`src/rtl/i2c_tgt_pkg.sv`:
```
package i2c_tgt_pkg;

    localparam int BYTE_W = 8;
    localparam int RES_W  = 16;
    localparam int IDX_W  = 2;

    localparam logic [6:0]        ADDR_BASE = 7'b1001000;
    localparam logic [BYTE_W-1:0] GC_ADDR   = 8'h00;
    localparam logic [BYTE_W-1:0] GC_RESET  = 8'h06;
    localparam logic [BYTE_W-1:0] GC_LATCH  = 8'h04;
    localparam logic [4:0]        HS_PREFIX = 5'b00001;
    localparam logic [BYTE_W-1:0] FILL_BYTE = 8'hFF;

    typedef enum logic [2:0] {
        ST_IDLE,
        ST_ADDR,
        ST_WDATA,
        ST_GDATA,
        ST_ACK,
        ST_TX,
        ST_TXACK
    } tgt_state_e;

    // synchronized bus levels and events
    typedef struct packed {
        logic scl;
        logic sda;
        logic scl_rise;
        logic scl_fall;
        logic start;
        logic stop;
    } bus_ev_t;

    // outcome of a completed received byte
    typedef struct packed {
        logic       ack;
        tgt_state_e nxt;
        logic       rd;
        logic       hs;
        logic       wr_req;
        logic       rst_req;
    } rx_dec_t;

    function automatic rx_dec_t decode_addr(input logic [BYTE_W-1:0] b,
                                            input logic [6:0] own);
        rx_dec_t d;
        d     = '0;
        d.nxt = ST_IDLE;
        if (b[7:1] == own) begin
            d.ack = 1'b1;
            d.rd  = b[0];
            d.nxt = b[0] ? ST_TX : ST_WDATA;
        end else if (b == GC_ADDR) begin
            d.ack = 1'b1;
            d.nxt = ST_GDATA;
        end else if (b[7:3] == HS_PREFIX) begin
            d.hs  = 1'b1;
        end
        return d;
    endfunction

    function automatic rx_dec_t decode_gc(input logic [BYTE_W-1:0] b);
        rx_dec_t d;
        d     = '0;
        d.nxt = ST_IDLE;
        if (b == GC_RESET) begin
            d.ack     = 1'b1;
            d.rst_req = 1'b1;
        end else if (b == GC_LATCH) begin
            d.ack = 1'b1;
        end
        return d;
    endfunction

    function automatic rx_dec_t decode_wr();
        rx_dec_t d;
        d        = '0;
        d.nxt    = ST_IDLE;
        d.ack    = 1'b1;
        d.wr_req = 1'b1;
        return d;
    endfunction

    function automatic logic [BYTE_W-1:0] pick_tx_byte(input logic [IDX_W-1:0] idx,
                                                       input logic [RES_W-1:0] res,
                                                       input logic [BYTE_W-1:0] cfg);
        case (idx)
            2'd0:    return res[RES_W-1:BYTE_W];
            2'd1:    return res[BYTE_W-1:0];
            2'd2:    return cfg;
            default: return FILL_BYTE;
        endcase
    endfunction

endpackage

```
`src/rtl/i2c_tgt_sync.sv`:
```
module i2c_tgt_sync
    import i2c_tgt_pkg::*;
#(
    parameter int STAGES = 2
) (
    input  logic    clk,
    input  logic    rst,
    input  logic    scl_i,
    input  logic    sda_i,
    output bus_ev_t ev
);

    localparam int LINES = 2;
    localparam int SCL_L = 0;
    localparam int SDA_L = 1;

    logic [LINES-1:0] raw;
    logic [LINES-1:0] synced;
    logic [LINES-1:0] prev;

    assign raw = {sda_i, scl_i};

    for (genvar g = 0; g < LINES; g++) begin : g_line
        logic [STAGES-1:0] chain;
        always_ff @(posedge clk) begin
            if (rst) chain <= '1;
            else     chain <= {chain[STAGES-2:0], raw[g]};
        end
        assign synced[g] = chain[STAGES-1];
    end

    always_ff @(posedge clk) begin
        if (rst) prev <= '1;
        else     prev <= synced;
    end

    always_comb begin
        ev.scl      = synced[SCL_L];
        ev.sda      = synced[SDA_L];
        ev.scl_rise = synced[SCL_L] & ~prev[SCL_L];
        ev.scl_fall = ~synced[SCL_L] & prev[SCL_L];
        ev.start    = synced[SCL_L] & prev[SCL_L] & prev[SDA_L] & ~synced[SDA_L];
        ev.stop     = synced[SCL_L] & prev[SCL_L] & ~prev[SDA_L] & synced[SDA_L];
    end

endmodule

```
`src/rtl/i2c_tgt_rdsrc.sv`:
```
module i2c_tgt_rdsrc
    import i2c_tgt_pkg::*;
(
    input  logic              clk,
    input  logic              rst,
    input  logic              snap,
    input  logic              adv,
    input  logic [RES_W-1:0]  result_word,
    input  logic [BYTE_W-1:0] cfg_byte,
    output logic [BYTE_W-1:0] tx_byte
);

    localparam logic [IDX_W-1:0] IDX_LAST = '1;

    logic [RES_W-1:0]  res_q;
    logic [BYTE_W-1:0] cfg_q;
    logic [IDX_W-1:0]  idx_q;

    always_ff @(posedge clk) begin
        if (rst) begin
            res_q <= '0;
            cfg_q <= '0;
            idx_q <= '0;
        end else if (snap) begin
            res_q <= result_word;
            cfg_q <= cfg_byte;
            idx_q <= '0;
        end else if (adv && idx_q != IDX_LAST) begin
            idx_q <= idx_q + 1'b1;
        end
    end

    assign tx_byte = pick_tx_byte(idx_q, res_q, cfg_q);

endmodule

```
`src/rtl/i2c_tgt_fsm.sv`:
```
module i2c_tgt_fsm
    import i2c_tgt_pkg::*;
#(
    parameter logic [6:0] OWN_ADDR = 7'b1001000
) (
    input  logic              clk,
    input  logic              rst,
    input  logic              ev_sda,
    input  logic              ev_rise,
    input  logic              ev_fall,
    input  logic              ev_start,
    input  logic              ev_stop,
    input  logic [BYTE_W-1:0] tx_byte,
    output logic              sda_oe,
    output logic              cfg_wr,
    output logic [BYTE_W-1:0] cfg_wdata,
    output logic              dev_reset,
    output logic              hs_mode,
    output logic              rd_snap,
    output logic              rd_adv
);

    localparam logic [2:0] LAST_BIT = 3'(BYTE_W - 1);

    tgt_state_e        state;
    logic [2:0]        bit_cnt;
    logic              byte_done;
    logic [BYTE_W-2:0] shreg;
    logic [BYTE_W-2:0] txsh;
    logic              ack_q;
    tgt_state_e        nxt_q;
    logic              mack_q;

    logic [BYTE_W-1:0] rx_byte;
    rx_dec_t           cur;

    always_comb begin
        rx_byte = {shreg, ev_sda};
        case (state)
            ST_ADDR:  cur = decode_addr(rx_byte, OWN_ADDR);
            ST_GDATA: cur = decode_gc(rx_byte);
            default:  cur = decode_wr();
        endcase
    end

    always_ff @(posedge clk) begin
        if (rst) begin
            state     <= ST_IDLE;
            bit_cnt   <= '0;
            byte_done <= 1'b0;
            shreg     <= '0;
            txsh      <= '1;
            ack_q     <= 1'b0;
            nxt_q     <= ST_IDLE;
            mack_q    <= 1'b0;
            sda_oe    <= 1'b0;
            cfg_wr    <= 1'b0;
            cfg_wdata <= '0;
            dev_reset <= 1'b0;
            hs_mode   <= 1'b0;
            rd_snap   <= 1'b0;
            rd_adv    <= 1'b0;
        end else begin
            cfg_wr    <= 1'b0;
            dev_reset <= 1'b0;
            rd_snap   <= 1'b0;
            rd_adv    <= 1'b0;
            if (ev_stop) begin
                state   <= ST_IDLE;
                sda_oe  <= 1'b0;
                hs_mode <= 1'b0;
            end else if (ev_start) begin
                state     <= ST_ADDR;
                sda_oe    <= 1'b0;
                bit_cnt   <= '0;
                byte_done <= 1'b0;
            end else begin
                case (state)
                    ST_ADDR, ST_WDATA, ST_GDATA: begin
                        if (ev_rise && !byte_done) begin
                            shreg   <= rx_byte[BYTE_W-2:0];
                            bit_cnt <= bit_cnt + 1'b1;
                            if (bit_cnt == LAST_BIT) begin
                                byte_done <= 1'b1;
                                ack_q     <= cur.ack;
                                nxt_q     <= cur.nxt;
                                if (cur.hs)      hs_mode   <= 1'b1;
                                if (cur.rd)      rd_snap   <= 1'b1;
                                if (cur.rst_req) dev_reset <= 1'b1;
                                if (cur.wr_req) begin
                                    cfg_wr    <= 1'b1;
                                    cfg_wdata <= rx_byte;
                                end
                            end
                        end else if (ev_fall && byte_done) begin
                            byte_done <= 1'b0;
                            sda_oe    <= ack_q;
                            state     <= ST_ACK;
                        end
                    end
                    ST_ACK: begin
                        if (ev_fall) begin
                            bit_cnt   <= '0;
                            byte_done <= 1'b0;
                            if (ack_q && nxt_q == ST_TX) begin
                                txsh   <= tx_byte[BYTE_W-2:0];
                                sda_oe <= ~tx_byte[BYTE_W-1];
                                rd_adv <= 1'b1;
                                state  <= ST_TX;
                            end else begin
                                sda_oe <= 1'b0;
                                state  <= ack_q ? nxt_q : ST_IDLE;
                            end
                        end
                    end
                    ST_TX: begin
                        if (ev_rise && !byte_done) begin
                            bit_cnt <= bit_cnt + 1'b1;
                            if (bit_cnt == LAST_BIT) byte_done <= 1'b1;
                        end else if (ev_fall) begin
                            if (byte_done) begin
                                byte_done <= 1'b0;
                                sda_oe    <= 1'b0;
                                mack_q    <= 1'b0;
                                state     <= ST_TXACK;
                            end else begin
                                sda_oe <= ~txsh[BYTE_W-2];
                                txsh   <= {txsh[BYTE_W-3:0], 1'b1};
                            end
                        end
                    end
                    ST_TXACK: begin
                        if (ev_rise) begin
                            mack_q <= ~ev_sda;
                        end else if (ev_fall) begin
                            bit_cnt <= '0;
                            if (mack_q) begin
                                txsh   <= tx_byte[BYTE_W-2:0];
                                sda_oe <= ~tx_byte[BYTE_W-1];
                                rd_adv <= 1'b1;
                                state  <= ST_TX;
                            end else begin
                                sda_oe <= 1'b0;
                                state  <= ST_IDLE;
                            end
                        end
                    end
                    default: begin
                        sda_oe <= 1'b0;
                    end
                endcase
            end
        end
    end

endmodule

```
`src/rtl/i2c_adc_target.sv`:
```
module i2c_adc_target
    import i2c_tgt_pkg::*;
#(
    parameter int ADDR_SEL    = 0,
    parameter int SYNC_STAGES = 2
) (
    input  logic              clk,
    input  logic              rst,
    input  logic              scl_i,
    input  logic              sda_i,
    output logic              sda_oe,
    input  logic [RES_W-1:0]  result_word,
    input  logic [BYTE_W-1:0] cfg_byte,
    output logic              cfg_wr,
    output logic [BYTE_W-1:0] cfg_wdata,
    output logic              dev_reset,
    output logic              hs_mode
);

    localparam logic [6:0] OWN_ADDR = {ADDR_BASE[6:1], ADDR_SEL[0]};

    bus_ev_t           ev;
    logic              rd_snap;
    logic              rd_adv;
    logic [BYTE_W-1:0] tx_byte;
    logic              scl_q;
    logic              start_q;
    logic              stop_q;

    assign scl_q   = ev.scl;
    assign start_q = ev.start;
    assign stop_q  = ev.stop;

    i2c_tgt_sync #(.STAGES(SYNC_STAGES)) u_sync (
        .clk   (clk),
        .rst   (rst),
        .scl_i (scl_i),
        .sda_i (sda_i),
        .ev    (ev)
    );

    i2c_tgt_rdsrc u_rdsrc (
        .clk         (clk),
        .rst         (rst),
        .snap        (rd_snap),
        .adv         (rd_adv),
        .result_word (result_word),
        .cfg_byte    (cfg_byte),
        .tx_byte     (tx_byte)
    );

    i2c_tgt_fsm #(.OWN_ADDR(OWN_ADDR)) u_fsm (
        .clk       (clk),
        .rst       (rst),
        .ev_sda    (ev.sda),
        .ev_rise   (ev.scl_rise),
        .ev_fall   (ev.scl_fall),
        .ev_start  (start_q),
        .ev_stop   (stop_q),
        .tx_byte   (tx_byte),
        .sda_oe    (sda_oe),
        .cfg_wr    (cfg_wr),
        .cfg_wdata (cfg_wdata),
        .dev_reset (dev_reset),
        .hs_mode   (hs_mode),
        .rd_snap   (rd_snap),
        .rd_adv    (rd_adv)
    );

endmodule

```
`config.mk`:
```
export PLATFORM = sky130hd
export DESIGN_NAME = i2c_adc_target
export DESIGN_NICKNAME = d
export VERILOG_FILES = /design/src/rtl/i2c_tgt_pkg.sv /design/src/rtl/i2c_tgt_sync.sv /design/src/rtl/i2c_tgt_rdsrc.sv /design/src/rtl/i2c_tgt_fsm.sv /design/src/rtl/i2c_adc_target.sv
export SDC_FILE = /design/constraint.sdc
export NUM_CORES = 1
export LEC_CHECK = 0
export CAP_MARGIN = 20
export CORE_MARGIN = 4
export CORE_UTILIZATION = 57
export CTS_CLUSTER_SIZE = 8
export DETAILED_ROUTE_END_ITERATION = 7
export PLACE_DENSITY_LB_ADDON = 0.05
export SLEW_MARGIN = 20
export SYNTH_ARGS = -nofsm -noshare
export SYNTH_HDL_FRONTEND = slang
export SYNTH_SLANG_ARGS = --single-unit
```
`constraint.sdc`:
```
create_clock -name clk -period 5.03 [get_ports clk]
set_input_delay 1.006 -clock clk [delete_from_list [all_inputs] [get_ports clk]]
set_output_delay 1.006 -clock clk [all_outputs]
set_load 0.01 [all_outputs]
```
==> results.cfg, run 1 <==
[outcome]
run_status = finished clean

[route]
remaining_design_rule_violation_count = 0
detail_route.wirelength_microns = 7160
dr_total_vias = 2718
route.antenna.remaining_nets = 0
dr.first_iter.drc_count = 120
routed_via_density = 5.78
wl_per_cell_microns = 15.2
drt_pass1_iterations = 4

[clock_network]
clk_path_buf_depth = 2
cts_inserted_buffers = 9
htree_num_levels = 3
tritoncts = yes
cts_resized = 0
clock_sinks = 72
clkLatencyLatePin_ns = 0.35
cts.root.buffer_cell = clkbuf_8
postCtsSetupBuffers = 0
clk_pin_slew_worst_paths_ns = 0.08
holdBufCountCts = 0

[timing]
final.period_utilization = 0.460
timing.final.hold_violations = 0
report.final.setup_viol = 0
max_freq_mhz = 432
fin_setup_tns_ns = 0
final.min_clock_period_ns = 2.31
worst-slew-pin-transition_ns = 0.752
final-max-slew-violation-count = 0
max_slew_margin = 0.494
final.setup_skew_ns = 0.00860
rsz_0062_raised_after_global_routing = false

[worst_setup_path]
timing.critical_path.arrival_ns = 2.60
timing.critical_path.to_type = register
crit_required_ns = 5.31
crit_fanout = 21
cp-start-kind = register
critical_path_class = register to register

[logic_synthesis]
synth_sequential_area_ratio = 0.446
synth.avg_cell_area_sq_um = 8.76
postSynthRegisterBits = 72
library_cell_occupying_the_most_area_in_the_post_synthesis_netlist = dfxtp_1
synth_enable_flop_cells = 0
synthesis.area_sq_um = 3230
syn_inst = 369
postSynth.asyncResetShare = 0
post_synth_main_area_contributors = dfxtp_1 (45%), mux2i_1 (8.1%), a21oi_1 (5.6%)
yosys_warnings = 0
netlist-cell-type-count = 52
netlist.area_leader.share = 0.446
synth_fp_nets = 403
synth_top_flop_cell = dfxtp_1

[floorplanning]
die_area_sq_um = 6940
io-pin-count = 40
die_y_microns = 83.3
initial_standard_cell_utilization_of_the_core = 0.587
design.core.area_sq_um = 5510
rows = 27
fp.dieW_microns = 83.3

[grt]
maximum_number_of_pins_on_one_net_before_global_route_repair = 43
gr-max-usage-layer = met2
first_global_vias = 2572
fraction_of_met1_tracks_used_by_global_routing = 0.310
grtUsageMet3 = 0.0615
grt.overflow.total = 0
groute.layer.met2.usage = 0.327
antenna_violations_before_repair = 0
total_global_routing_track_utilization = 0.220
grt_pass1_wl_microns = 12400

[flow_run]
maxCapViolCount = 0

[finish]
finish.utilization = 0.703
layout.nets = 427
area_growth_from_synthesis_to_layout_pct = 19.7
n_antenna_cell = 0
final_layout_size_suffix_gt1_frac = 0.0779

[worst_hold_path]
worst_min_delay_path_category = register to register

[placed_design]
routabilityCongestion = 0.855
io_buffers = 39
dp_hpwl_microns = 4860

[power_and_ir_drop]
irDropWorstVdd_mv = 0.203
p_leak_nw = 1.29
power_density_over_the_cells_nw_per_um2 = 309
-- power breakdown --
group	internal, W	switching (W)
sequential	0.000572	0.00000530
clock	0.000336	0.000234
combinational	0.0000270	0.0000213
total	0.000935	0.000261
-- kinds of logic after synthesis --
| family | after synthesis | synth area share |
|---|---|---|
| and+or+nand+nor | 136 | 0.213 |
| AOI/OAI and AO/OA | 92 | 0.187 |
| DFF | 72 | 0.446 |
| buffers and inverters | 35 | 0.0449 |
| muxes | 26 | 0.0805 |
| adders and majority gates | 6 | 0.0232 |
| xor gates and xnor gates | 2 | 0.00542 |
-- layout by cell type, fill, tap and decap left out, drive strengths merged, types with 9 or more instances in the layout --
master / netlist / routed
clkbuf: 19 / 9
clkdlybuf4s50: 0 / 38
dfxtp: 72 / 72
mux2i: 26 / 26
nand2: 37 / 37
a22oi: 9 / 9
o21ai: 11 / 11
nor2: 42 / 42
inv: 6 / 9
a21oi: 36 / 36
nand3: 12 / 12
-- metrics by stage --
stage | instances | hold WS (ns) | worst slack [ns] | power (W) | instance area (sq um)
after global routing | 470 | 0.443 | 2.57 | 0.00124 | 3870
after CTS | 470 | 0.417 | 2.75 | 0.00120 | 3870
after floorplan | 369 | 0.389 | 3.30 | 0.000610 | 3230
after global placement | 453 | 0.395 | 2.40 | 0.000636 | 3600
final | 470 | 0.413 | 2.72 | 0.00120 | 3870
after detailed placement | 454 | 0.397 | 2.55 | 0.000639 | 3620
-- metal layers --
layer	vias up	share of wire
li1	1370	-
met1	1265	0.49
met2	76	0.45
met3	7	0.057
met4	0	0.0091
met5	-	0
-- Yosys cell counts (4+ instances only) --
cell type	n
inv_1	6
a211o_1	8
mux2i_1	26
nand3b_1	4
a31oi_1	6
dfxtp_1	72
ha_1	6
or2_2	7
nor2_1	42
nor3_1	6
a311oi_1	7
nand2_1	36
a21oi_1	36
nand2b_1	5
a22oi_1	9
nand3_1	12
buf_1	6
o21ai_0	8
clkbuf_1	19
nor2b_1	4
-- sequential cells by signal, indices dropped and copies added (netlist names), 2 cells and up --
name,count
u_fsm.shreg,7
u_rdsrc.res_q,16
u_sync.g_line.chain,4
u_fsm.cfg_wdata,8
u_rdsrc.cfg_q,8
u_rdsrc.idx_q,2
u_fsm.nxt_q,3
u_fsm.state,3
u_fsm.txsh,7
u_fsm.bit_cnt,3
u_sync.prev,2
-- worst paths after layout --
path,endpoint,start,cells after the start,slack (ns)
worst max-delay path,u_fsm.nxt_q[2],u_fsm.state[1],5,2.72
worst min-delay path,u_sync.g_line[0].chain[1],u_sync.g_line[0].chain[0],1,0.41
worst max register to register,u_fsm.nxt_q[2],u_fsm.state[1],5,2.72
worst min register to register,u_sync.g_line[0].chain[1],u_sync.g_line[0].chain[0],1,0.41
-- worst max-delay path: stages (launching register included) --
cell and delay, ns:
dfxtp_1 0.74, o21ai_2 0.19, nor4_4 0.49, nand2_4 0.14, or4_1 0.53, a21oi_1 0.15
-- final cells by class --
cell class | count | area (sq um)
timing repair buffer | 42 | 420
clock inverter | 7 | 126
fill | 466 | 1640
sequential | 72 | 1440
tap | 72 | 90.1
multi-input combinational | 262 | 1650
clock buffer | 9 | 124
inverter | 6 | 22.5
(Power assumes the default switching activity.)
==> inputs of run 2 (changes only) <==
- CORE_UTILIZATION: 57 -> 50
- clock period: 5.03 -> 2.05 ns (I/O delays scaled with it)
==> run 2 against run 1 <==
Hold slack lost 0.046 ns. First-iteration DRC count increased by 16%. Final cell count grew 3.8%. Sequential cell count is the same. Critical endpoint is now u_fsm.state[1]. Non-clock buffer count grew 13. Sequential share of layout area down 0.30 points. Die area increased by 13%. Largest cell class unchanged.
==> results.cfg, run 2 (synthesized netlist as in run 1, its figures left out) <==
[outcome]
run_status = finished clean

[clock_network]
clock_sinks = 72
cts.root.buffer_cell = clkbuf_8
cts_resized = 0
tritoncts = yes
holdBufCountCts = 0
htree_num_levels = 3
cts_inserted_buffers = 9
clk_pin_slew_worst_paths_ns = 0.07
clk_path_buf_depth = 2
clkLatencyLatePin_ns = 0.35
postCtsSetupBuffers = 0

[placed_design]
routabilityCongestion = 0.873
dpl-instance-area_sq_um = 3710
io_buffers = 39
dp_hpwl_microns = 5010

[worst_setup_path]
cp-start-kind = register
worst_path_largest_cell_delay_ns = 0.51
path_delay_family = simple AND/OR/NAND/NOR gates
timing.critical_path.to_type = register
crit_fanout = 7
timing.critical_path.arrival_ns = 2.07
cp_cell_sequence = or2_2 > a21oi_1 > a211o_1 > or4b_1 > a21oi_1
critical_path_class = register to register
cp_common_cell = a21oi_1
crit_required_ns = 2.32
worstPathBufferInverterCount = 0
critical_path.slowest_cell = or4b_1

[finish]
largest_registers = u_rdsrc.res_q x16, u_fsm.cfg_wdata x8, u_rdsrc.cfg_q x8
mostFrequentLayoutCells = dfxtp_1 (72), nor2_1 (42), clkdlybuf4s50_1 (38), nand2_1 (36), a21oi_1 (36)
layout.nets = 440
n_antenna_cell = 0
largest_register_ffs = 16
multi_input_area_sq_um = 1650
area_growth_from_synthesis_to_layout_pct = 20.7
seq_area_sq_um = 1440
finish.utilization = 0.618
num-fill-cells = 582
mostFrequentLayoutCell = dfxtp_1
final_cell_area_sq_um = 3900
final_layout_size_suffix_gt1_frac = 0.107
register_with_the_most_flip_flops = u_rdsrc.res_q

[timing]
final.period_utilization = 0.875
final.setup_skew_ns = 0.0118
hold-worst-slack_ns = 0.367
fin_setup_tns_ns = 0
timing.final.hold_violations = 0
max_slew_margin = 0.607
worst-slew-pin-transition_ns = 0.582
report.final.setup_viol = 0
final.min_clock_period_ns = 1.79
max_freq_mhz = 558
rsz_0062_raised_after_global_routing = false
final-max-slew-violation-count = 0

[floorplanning]
initial_standard_cell_utilization_of_the_core = 0.512
die_area_sq_um = 7810
rows = 29
io-pin-count = 40
fp.dieW_microns = 88.4
design.core.area_sq_um = 6310
die_y_microns = 88.4

[power_and_ir_drop]
power_density_over_the_cells_nw_per_um2 = 665
irDropWorstVdd_mv = 0.513
p_leak_nw = 1.32

[grt]
antenna_violations_before_repair = 0
maximum_number_of_pins_on_one_net_before_global_route_repair = 37
grt_pass1_wl_microns = 12100
grt.overflow.total = 0
total_global_routing_track_utilization = 0.196
first_global_vias = 2530

[route]
drt_pass1_iterations = 4
route.antenna.remaining_nets = 0
wl_per_cell_microns = 14.4
dr_total_vias = 2730
remaining_design_rule_violation_count = 0
dr.first_iter.drc_count = 139
routed_via_density = 5.59
detail_route.wirelength_microns = 7030

[flow_run]
maxCapViolCount = 0

[worst_hold_path]
worst_min_delay_path_category = input pin to register
run 2: cell types whose count changed in the layout (fill, tap and decap cells not counted):
cell | previous run | this run
inv_8 | 1 | 0
clkinv_4 | 0 | 2
inv_6 | 2 | 1
clkbuf_8 | 9 | 11
bufinv_16 | 3 | 0
clkinv_2 | 0 | 1
buf_4 | 2 | 16
buf_12 | 1 | 0
run 2: final timing paths:
kind / start / endpoint / slack, ns / cells past startpoint
worst max register to register: u_fsm.state[0] / u_fsm.state[1] / 0.26 / 5
worst min-delay path: rst / u_fsm.bit_cnt[2] / 0.37 / 2
worst min register to register: u_sync.g_line[0].chain[0] / u_sync.g_line[0].chain[1] / 0.41 / 1
worst max-delay path: u_fsm.state[0] / u_fsm.state[1] / 0.26 / 5
run 2: layout make-up:
class                           instances  area share
Timing Repair Buffer                   55       0.130
Clock inverter                          5     0.00994
Sequential cell                        72       0.369
Clock buffer                           11      0.0388
Multi-Input combinational cell        262       0.422
Inverter                                6     0.00577
Tap cell                               77      0.0247
run 2: through the flow:
step / power [W] / std cells / worst slack [ns]
after CTS: 0.00262 / 488 / 0.258
after global routing: 0.00271 / 488 / 0.0767
after floorplan: 0.00150 / 369 / 0.383
final: 0.00259 / 488 / 0.257
after global placement: 0.00157 / 472 / 0.300
after detailed placement: 0.00157 / 472 / 0.268
run 2: layer usage:
| layer | track usage | vias to the layer above | wire [microns] |
|---|---|---|---|
| met2 | 0.278 | 50 | 3050 |
| met4 | 0.0508 | 0 | 61 |
| li1 | - | 1399 | - |
| met1 | 0.292 | 1272 | 3620 |
| met5 | 0 | - | 0 |
| met3 | 0.0521 | 9 | 294 |
run 2: where the power goes:
group          internal, W  switching (W)  total (W)
Clock             0.000511       0.000543    0.00105
Sequential         0.00140      0.0000109    0.00141
Combinational    0.0000689      0.0000557   0.000125
Total              0.00198       0.000609    0.00259
